--- src/rtl/justif_fifo.sv ---
module justif_fifo #(
  parameter int W        = 8,
  parameter int DEPTH    = 16,
  parameter int LOW_TH   = 6,
  parameter int HOLD_CYC = 2430
) (
  input  logic           clk,
  input  logic           rst_n,
  input  logic           wr_en,
  input  logic [W-1:0]   wr_data,
  input  logic           rd_en,
  input  logic           c_slot,
  output logic [W-1:0]   rd_data,
  output logic [4:0]     c_bits,
  output logic           stuff,
  output logic           fifo_err,
  output logic           holding,
  output logic [$clog2(DEPTH):0] fill
);
  localparam int AW = $clog2(DEPTH);
  localparam int CW = $clog2(HOLD_CYC + 1);
  localparam logic [AW:0]   FULL_LVL = (AW+1)'(DEPTH);
  localparam logic [AW:0]   HALF_LVL = (AW+1)'(DEPTH/2);
  localparam logic [AW:0]   LOW_LVL  = (AW+1)'(LOW_TH);
  localparam logic [AW-1:0] HALF_PTR = AW'(DEPTH/2);
  localparam logic [CW-1:0] HOLD_LD  = CW'(HOLD_CYC-1);

  logic [W-1:0]  mem [DEPTH];
  logic [AW-1:0] wptr, rptr;
  logic [CW-1:0] hold_cnt;
  logic          stuff_q, err_q;

  wire ovf   = !holding && wr_en && !rd_en && (fill == FULL_LVL);
  wire udf   = !holding && rd_en && (fill == '0);
  wire err   = ovf || udf;
  wire wr_go = !holding && !err && wr_en;
  wire rd_go = !holding && !err && rd_en;

  assign stuff    = stuff_q;
  assign c_bits   = {5{stuff_q}};
  assign fifo_err = err_q;

  always_ff @(posedge clk)
    if (wr_go) mem[wptr] <= wr_data;

  always_ff @(posedge clk or negedge rst_n) begin
    if (!rst_n) begin
      wptr     <= HALF_PTR;
      rptr     <= '0;
      fill     <= HALF_LVL;
      holding  <= 1'b1;
      hold_cnt <= HOLD_LD;
      err_q    <= 1'b0;
      stuff_q  <= 1'b0;
      rd_data  <= '0;
    end else begin
      if (err) begin
        rptr     <= wptr - HALF_PTR;
        fill     <= HALF_LVL;
        holding  <= 1'b1;
        hold_cnt <= HOLD_LD;
        err_q    <= 1'b1;
      end else if (holding) begin
        if (hold_cnt == '0) begin
          holding <= 1'b0;
          err_q   <= 1'b0;
        end else begin
          hold_cnt <= hold_cnt - 1'b1;
        end
      end else begin
        if (wr_go) wptr <= wptr + 1'b1;
        if (rd_go) begin
          rptr    <= rptr + 1'b1;
          rd_data <= mem[rptr];
        end
        fill <= fill + (AW+1)'(wr_go) - (AW+1)'(rd_go);
      end
      if (c_slot) stuff_q <= (fill < LOW_LVL);
    end
  end

  assert_fill_range_R4: assert property (@(posedge clk) disable iff (!rst_n)
    fill <= FULL_LVL);
  assert_hold_frozen_R2: assert property (@(posedge clk) disable iff (!rst_n)
    holding |=> (!holding || fill == HALF_LVL));
  assert_err_in_hold_R7: assert property (@(posedge clk) disable iff (!rst_n)
    fifo_err |-> holding);
  assert_no_overflow_R5: assert property (@(posedge clk) disable iff (!rst_n)
    (!holding && wr_en && !rd_en && fill == FULL_LVL) |=> (fifo_err && holding && fill == HALF_LVL));
  assert_no_underflow_R6: assert property (@(posedge clk) disable iff (!rst_n)
    (!holding && rd_en && fill == '0) |=> (fifo_err && holding && fill == HALF_LVL));
  assert_decision_held_R9: assert property (@(posedge clk) disable iff (!rst_n)
    !c_slot |=> $stable(c_bits));
  assert_full_both_R10: assert property (@(posedge clk) disable iff (!rst_n)
    (!holding && wr_en && rd_en && fill == FULL_LVL) |=> (!fifo_err && fill == FULL_LVL));
endmodule

--- config.mk ---
export PLATFORM = sky130hd
export DESIGN_NAME = justif_fifo
export DESIGN_NICKNAME = d
export VERILOG_FILES = /design/src/rtl/justif_fifo.sv
export SDC_FILE = /design/constraint.sdc
export NUM_CORES = 1
export LEC_CHECK = 0
export BUFFER_PORTS_ARGS = -buffer_cell sky130_fd_sc_hd__buf_2
export CAP_MARGIN = 20
export CORE_MARGIN = 2
export CORE_UTILIZATION = 45
export DETAILED_ROUTE_END_ITERATION = 6
export GPL_TIMING_DRIVEN = 0
export SYNTH_ARGS = -nofsm -noshare
export SYNTH_HDL_FRONTEND = slang
export SYNTH_SLANG_ARGS = --single-unit
--- constraint.sdc ---
create_clock -name clk -period 3 [get_ports clk]
set_clock_uncertainty 0.15 [all_clocks]
set_input_delay 0.45 -clock clk [delete_from_list [all_inputs] [get_ports clk]]
set_output_delay 0.45 -clock clk [all_outputs]
set_load 0.02 [all_outputs]
# Word level (Yosys, flattened, before mapping)
# Memory sizes are Yosys's and may differ from the RTL's. A register that Yosys moved wholly into a read port is not among the register bits.
# Index checks and enable logic that the tools add are counted.
# Widths: inputs -> output; s select.
word_totals:
  regBits: 28
  latch_bits: 0
  mem_bits_rw: 128
  mem_bits_ro: 0
  inputBits: 13
  output_inout_bits: 21
  wordCells: 59
  n_memories: 1
op_classes:
  n_addsub: 6
  multipliers: 0
  div: 0
  n_lt_le_gt_ge: 1
  n_eq_ne: 3
  shift: 0
  mux: 16
  bitwise_logic: 2
  n_reduce_logical: 23
mem_list:
  columns: ["name", "words", "width", "rd", "rd_ports_with_merged_regs", "write_ports", "line_no", "rtl"]
  rows:
  - ["mem", 16, 8, 1, 1, 1, "28", "logic [W-1:0] mem [DEPTH];"]
ops:
  columns: ["cell", "count"]
  rows:
  - ["$mux 12", 3]
  - ["$logic_not 12->1", 1]
  - ["$mux 4", 3]
  - ["$sub 12x1->12 const B", 1]
  - ["$mux 5", 2]
  - ["$add 4x1->4 const B", 2]
  - ["$logic_and 1x1->1", 8]
  - ["$mux 1", 8]
  - ["$reduce_and 2->1", 3]
  - ["$reduce_and 3->1", 2]
  - ["$reduce_bool 2->1", 3]
  - ["$add 5x1->5", 1]
  - ["$eq 5x5->1 const B", 1]
  - ["$logic_not 5->1", 1]
  - ["$lt 5x3->1 const B", 1]
  - ["$sub 5x1->5", 1]
  - ["$logic_not 1->1", 4]
  - ["$sub 4x4->4 const B", 1]
  - ["$ne 2x1->1 const B", 1]
  - ["$ne 2x2->1 const B", 1]
  - ["$not 1->1", 2]
  - ["$logic_or 1x1->1", 1]

# Longest topological paths before layout
# Gate-level depths: netlist of the first run.
depth:
  word_depth: 12
  depth_mapped: 15
  ltp_nobuf: 15

# Least setup slack after synthesis of the first run
# Ideal clock, no wire load.
synth_path:
  path_type: "flip-flop to flip-flop"
  start: "reg fill[2]"
  end: "reg fill[4]"
  setup_ns: 0.134
  arrival_time_ns: 2.850
  required_ns: 2.716
  setup_slack_ns: -0.135
  stages_incl_launch_ff: 16
  n_path_buf: 0
  synth_period_minus_slack_ns: 3.135
  cell_sequence: "dfrtp_1 > inv_1 > ha_1 > or3b_4 > o211a_1 > inv_1 > ha_1 > inv_1 > ha_1 > inv_1 > fa_1 > inv_1 > a21oi_1 > o21bai_1 > xor2_1 > o31ai_1"
synth_via:
  elab_chain_cells: 10
  word_cells_on_any_way: 14
  cone_classes: "2 x add/sub; 2 x eq/ne; 2 x mux; 8 x reduce/logical"
synth_rtl:
  columns: ["element", "line_no", "rtl"]
  rows:
  - ["start: declaration", "18", "output logic [$clog2(DEPTH):0] fill"]
  - ["start signal: assignment", "76", "fill <= fill + (AW+1)'(wr_go) - (AW+1)'(rd_go);"]
  - ["$eq 5x5->1 or $logic_not 5->1 (tied branches)", "33, 34", null]
  - ["$logic_and 1x1->1, on equally long branches", "33, 34", null]
  - ["$logic_or 1x1->1", "35", "wire err = ovf || udf;"]
  - ["$logic_not 1->1", "36, 37", null]
  - ["$logic_and 1x1->1", "36, 37", null]
  - ["$logic_and 1x1->1", "36", "wire wr_go = !holding && !err && wr_en;"]
  - ["$add 5x1->5", "76", null]
  - ["$sub 5x1->5", "76", null]
  - ["$mux 5", "63", "end else if (holding) begin"]
  - ["$mux 5", "57", "if (err) begin"]
# Several ways; a longest one is shown, not always the timed one. The select of a mux whose other input is x is not followed.
# A chain may end at the register's enable or synchronous reset.

# Worst setup path in the final report of the first run
# Ends and elaborated chain as after synthesis.

==> results of run 1 <==
## synthesized netlist by cell type, types with 2 or more instances
master / count / area, um2
edfxtp_1: 128 / 3840
mux4_2: 32 / 721
dfrtp_1: 25 / 626
nand2_1: 25 / 93.8
a22oi_1: 16 / 120
and2_1: 16 / 100
ha_1: 15 / 188
inv_1: 15 / 56.3
nand3_1: 14 / 70.1
dfstp_2: 11 / 289
a21oi_1: 9 / 45.0
nor2_1: 9 / 33.8
nor3_1: 9 / 45.0
o21ai_0: 9 / 45.0
clkbuf_1: 8 / 30.0
xnor2_1: 8 / 70.1
buf_2: 7 / 35.0
buf_4: 5 / 37.5
or3_1: 4 / 25.0
a31oi_1: 3 / 18.8
nor3b_1: 3 / 22.5
xor2_1: 3 / 26.3
and3_1: 2 / 12.5
nand2b_1: 2 / 12.5
nand3b_1: 2 / 15.0
nor3_2: 2 / 20.0
nor3b_2: 2 / 25.0
nor4_1: 2 / 12.5
o221ai_1: 2 / 17.5
o31ai_1: 2 / 15.0
## state kept, by name (all words and copies together) (netlist names)
name,flops
mem,128
hold_cnt,12
rd_data,8
fill,5
rptr,4
wptr,4
fifo_err,1
holding,1
stuff,1
## cells by family (layout without fill, tap and decap cells)
kind of cell,after synthesis,after routing,synth area share (%)
buf+inv,38,112,2.58
fa+ha+maj,16,16,3.01
xor+xnor,11,11,1.40
flops,164,164,69.1
mux,33,33,10.6
compound gates,51,51,5.43
simple gates,99,99,7.92
## per-layer routing
layer	vias up	wire length, um	global-route usage (%)
met5	-	0	0
met4	0	133	5.69
met3	12	674	4.13
met2	103	6960	29.6
met1	1933	6020	25.1
li1	1722	-	-
## critical path, delay by kind of cell, from the launching register on
| family | cells | cell delay (ns) |
|---|---|---|
| DFF | 1 | 0.40 |
| adders and majority gates | 4 | 0.77 |
| buffers and inverters | 5 | 0.29 |
| AOI/OAI and AO/OA | 4 | 0.52 |
| and+or+nand+nor | 1 | 0.40 |
| xor gates and xnor gates | 1 | 0.17 |
## final timing paths
| kind | end | cells after the start | slack, ns | startpoint |
|---|---|---|---|---|
| hold / removal | fifo_err | 1 | 0.007 | rst_n |
| min in group clk | stuff | 2 | 0.08 | c_slot |
| max in group asynchronous | fill[2] | 1 | 2.08 | rst_n |
| setup / recovery | fill[4] | 15 | 0.15 | fill[2] |
| hold reg to reg | rd_data[6] | 2 | 0.37 | rd_data[6] |
| setup reg to reg | fill[4] | 15 | 0.15 | fill[2] |
## area by class of cell
class                           count  area (um2)  share of cell area, %
Tap cell                          188         235                   2.95
Timing Repair Buffer               43         240                   3.01
Sequential cell                   164        4760                   59.7
Clock inverter                     13         124                   1.55
Clock buffer                       18         429                   5.38
Inverter                           16        62.6                  0.785
Multi-Input combinational cell    210        2010                   25.2
Buffer                             22         118                   1.47
## metrics by stage
stage	utilization, %	total power [mW]
CTS	52.6	4.82
global placement	48.4	2.79
global route	52.8	4.96
detailed placement	48.4	2.80
floorplan	-	2.73
finish	52.8	4.79
## repair_timing
item / in CTS / in global routing
setup buffers: 8 / 2
resized for setup: 8 / 4
pin swaps: 7 / 8
endpoints found under the setup margin: 1 / 2
## where the power goes
part / switching (mW) / total (mW) / internal, mW / leakage, nW
sequential: 0.0551 / 2.59 / 2.53 / 1.57
clock: 0.883 / 2.03 / 1.15 / 0.266
combinational: 0.101 / 0.169 / 0.0678 / 1.02
total: 1.04 / 4.79 / 3.75 / 2.86
==> impl_metrics.ini, run 1 <==
[layout]
fill_cells = 1229
final_common_cell = edfxtp_1
fin_area_um2 = 7970
nets = 503
area_growth_pct = 15.7
layout-drive-gt1-share_pct = 30.9
final_cell_mix = 128 x edfxtp_1, 40 x buf_2, 32 x mux4_2, 25 x nand2_1, 24 x dfrtp_1
n_antenna_cell = 0
final_cells = 674

[placed_design]
routabilityCongestion = 0.813
dp_hpwl_um = 9080
port_buffers = 33
dpl_cell_area_um2 = 7300
dp_slack_ns = -0.140
place_inst = 633

[synth]
avgSynthCellArea_um2 = 16.7
synthArstFlopShare_pct = 22.0
synth-edff-count = 128
synth-main-ff-cell = edfxtp_1
yosysWarnings = 0
ys_ff_latch = 164
synth_nets = 441
yosysSeqAreaShare_pct = 69.1
yosysUniqueCellTypes = 52
syn_area_um2 = 6890
syn_inst = 412

[clocking]
cts_buffer_depth = 2
cts_tree = yes
cts-htree-levels = 4
clock_sinks = 164
cts_buffers = 17
clk_latency_ns = 0.42
clk_pin_slew_ns = 0.06
cts_hold_buf = 0
cts_root_buf = clkbuf_16

[detailed_routing]
wire_per_inst_um = 20.5
wl_um = 13800
num_vias = 3770
ant_nets = 0
via_per_inst = 5.59
drc_errors = 0
dr.pass1.iters = 5
initialDrtViolationCount = 262

[critical_path]
worstPathRequired_ns = 3.13
critPathCaptureType = flop
cp-start-kind = flop
crit_fanout = 3
crit_path_frequent_cell = inv_2
cp_cell_sequence = inv_2 > ha_4 > or3b_4 > o211a_4 > inv_4 > ha_4 > inv_2 > ha_4 > inv_2 > fa_2 > inv_2 > a21oi_2 > o21bai_1 > xor2_1 > o31ai_1
worst_path_largest_cell_delay_ns = 0.40
cp.arrival_ns = 2.98
slowest_stage = dfrtp_2
crit_type = reg -> reg

[global_routing]
grt_pass1_wl_um = 21800
grtUsageTotal_pct = 18.3
grt_max_degree = 37
grt_pass1_vias = 3768
overflow = 0
antenna_found_initial = 0

[sta]
relSlewSlack_pct = 40.4
fmax_ghz = 0.351
fin_crit_ns = 2.85
finalHoldViolCount = 0
setup_slack_ns = 0.151
timing.final.crit_share_pct = 95.0
tightest_slew_ns = 0.894
drv_slew = 0
setup_tns_ns = 0
setup_viol = 0
grt_setup_unrepaired = true
holdWs_ns = 0.00697

[floorplanning]
rows = 45
num_io_pins = 34
die_w_um = 128
fp.dieH_um = 128
start_util_pct = 45.7
core-area_um2 = 15100
dieArea_um2 = 16300

[power_and_ir_drop]
p_leak_nw = 2.86
powerDensity_nw_per_um2 = 601
ir_drop_mv = 0.449

[flow_run]
cap_violations = 0

[run_status]
outcome = finished, final reports clean

[min_path]
hold_class = in -> async
(Power assumes the default switching activity.)
==> run 2: changes to the inputs <==
--- a/config.mk
+++ b/config.mk
@@ -11,6 +11,7 @@
 export CORE_UTILIZATION = 45
 export DETAILED_ROUTE_END_ITERATION = 6
 export GPL_TIMING_DRIVEN = 0
+export RECOVER_POWER = 25
 export SYNTH_ARGS = -nofsm -noshare
 export SYNTH_HDL_FRONTEND = slang
 export SYNTH_SLANG_ARGS = --single-unit
==> run 2 against run 1 <==
Compared with the run above:
- power about the same
- sequential cell count stayed put
- final cell count unchanged
- count of clock-buffer cells in the layout unchanged
- critical endpoint unchanged
- first-iteration DRC count is 0.76% lower
- cell area about the same
- die area unchanged
==> impl_metrics.ini, run 2 (synthesized netlist as in run 1, its figures left out) <==
[clocking]
cts_hold_buf = 0
cts_root_buf = clkbuf_16
cts_buffers = 17
clk_pin_slew_ns = 0.06
cts-htree-levels = 4
cts_tree = yes
clock_sinks = 164
cts_buffer_depth = 2
clk_latency_ns = 0.42

[power_and_ir_drop]
swShare_pct = 21.7
pwr-share-comb_pct = 3.5
pwr-share-seq_pct = 54.0
intPower_mw = 3.75
power_frac_clock_pct = 42.5
p_leak_nw = 2.84
ir_drop_mv = 0.447
p_sw_mw = 1.04
powerDensity_nw_per_um2 = 601

[run_status]
outcome = finished, final reports clean

[floorplanning]
die_w_um = 128
core-area_um2 = 15100
dieArea_um2 = 16300
start_util_pct = 45.7
num_io_pins = 34
fp.dieH_um = 128
rows = 45

[detailed_routing]
wl_um = 13700
initialDrtViolationCount = 260
wire_per_inst_um = 20.4
num_vias = 3773
drc_errors = 0
via_per_inst = 5.60
dr.pass1.iters = 6
ant_nets = 0

[layout]
seq_area_um2 = 4760
layout-drive-gt1-share_pct = 29.6
n_antenna_cell = 0
largestRegisters = mem x128, hold_cnt x12, rd_data x8
largest_reg_flops = 128
regMostFlops = mem
multi_input_area_um2 = 2010
final_cells = 674
final_cell_mix = 128 x edfxtp_1, 34 x buf_2, 32 x mux4_2, 25 x nand2_1, 24 x dfrtp_1
area_growth_pct = 15.6
fill_cells = 1234
nets = 503
final_common_cell = edfxtp_1

[critical_path]
worst_path_largest_cell_delay_ns = 0.40
r2r_start = fill[2]
crit_fanout = 3
slowest_stage = dfrtp_2
crit_type = reg -> reg
crit_path_frequent_cell = inv_2
critPathCaptureType = flop
cp.arrival_ns = 2.98
worstPathRequired_ns = 3.13
reg2regPathDepth = 15
r2r_slack_ns = 0.15
reg2reg_to = fill[4]
cp-start-kind = flop
cp_cell_sequence = inv_2 > ha_4 > or3b_4 > o211a_4 > inv_4 > ha_4 > inv_2 > ha_4 > inv_2 > fa_2 > inv_2 > a21oi_2 > o21bai_1 > xor2_1 > o31ai_1

[sta]
tightest_slew_ns = 0.892
fin_crit_ns = 2.85
timing.final.crit_share_pct = 95.0
setup_tns_ns = 0
drv_slew = 0
finalHoldViolCount = 0
setup_viol = 0
fmax_ghz = 0.351
grt_setup_unrepaired = true
relSlewSlack_pct = 40.6

[min_path]
hold_class = in -> async

[global_routing]
antenna_found_initial = 0
grt_max_degree = 37
grt_pass1_wl_um = 21800
overflow = 0
grtUsageTotal_pct = 18.3
grt_pass1_vias = 3768

[placed_design]
dp_hpwl_um = 9080
port_buffers = 33
routabilityCongestion = 0.813
place_inst = 633

[flow_run]
cap_violations = 0
-- run 2: routing by layer --
layer | track usage (%) | vias to the layer above | routed length, um
met4 | 5.69 | 0 | 119
li1 | - | 1724 | -
met3 | 4.13 | 11 | 658
met1 | 25.1 | 1939 | 6000
met2 | 29.6 | 99 | 6970
met5 | 0 | - | 0
-- run 2: critical path: cells and delay by family (launching register included) --
kind                     cells  cell delay (ns)
buffers and inverters        5             0.29
adder cells (fa/ha/maj)      4             0.77
AO/OA/AOI/OAI                4             0.52
AND/OR/NAND/NOR              1             0.40
XOR/XNOR                     1             0.17
flip-flops                   1             0.40
-- run 2: timing repair --
item                                    4_1_cts  5_1_grt
pin swaps                                     7        8
resized for setup                             8        4
buffers inserted                              8        2
endpoints found under the setup margin        1        2
-- run 2: per-stage QoR --
step | area (um2) | util, % | setup slack, ns | power (mW) | hold WS (ns)
after global placement | 7300 | 48.4 | -0.121 | 2.79 | 0.347
after detailed placement | 7300 | 48.4 | -0.140 | 2.80 | 0.362
final | 7970 | 52.8 | 0.151 | 4.79 | 0.00681
after CTS | 7940 | 52.6 | 0.00862 | 4.82 | 0.0235
after global routing | 7970 | 52.8 | -0.0172 | 4.96 | 0.0645
after floorplan | 6900 | - | 0.0264 | 2.73 | 0.00441
-- run 2: power groups by stage --
stage | sequential (mW) | combinational (mW) | clock (mW)
floorplan | 2.62 | 0.107 | 0
global placement | 2.63 | 0.163 | 0
detailed placement | 2.63 | 0.171 | 0
CTS | 2.59 | 0.170 | 2.07
global route | 2.60 | 0.193 | 2.17
finish | 2.59 | 0.167 | 2.03
-- run 2: layout make-up --
class                      instances  area share, %
sequential                       164           59.7
multi-input combinational        210           25.2
clock buffer                      18           5.39
tap                              188           2.95
timing repair buffer              43           2.92
clock inverter                    13           1.55
buffer                            22           1.48
inverter                          16          0.785
-- run 2: worst max path at each step --
stage            start  endpoint  slack, ns  depth (start not counted)
2_1_floorplan  fill[2]   fill[4]       0.03                         15
3_3_place_gp   fill[3]   fill[4]      -0.12                         15
3_5_place_dp   fill[3]   fill[4]      -0.14                         15
4_1_cts        fill[2]   fill[4]      0.009                         15
5_1_grt        fill[2]   fill[4]      -0.02                         15
6_report       fill[2]   fill[4]       0.15                         15
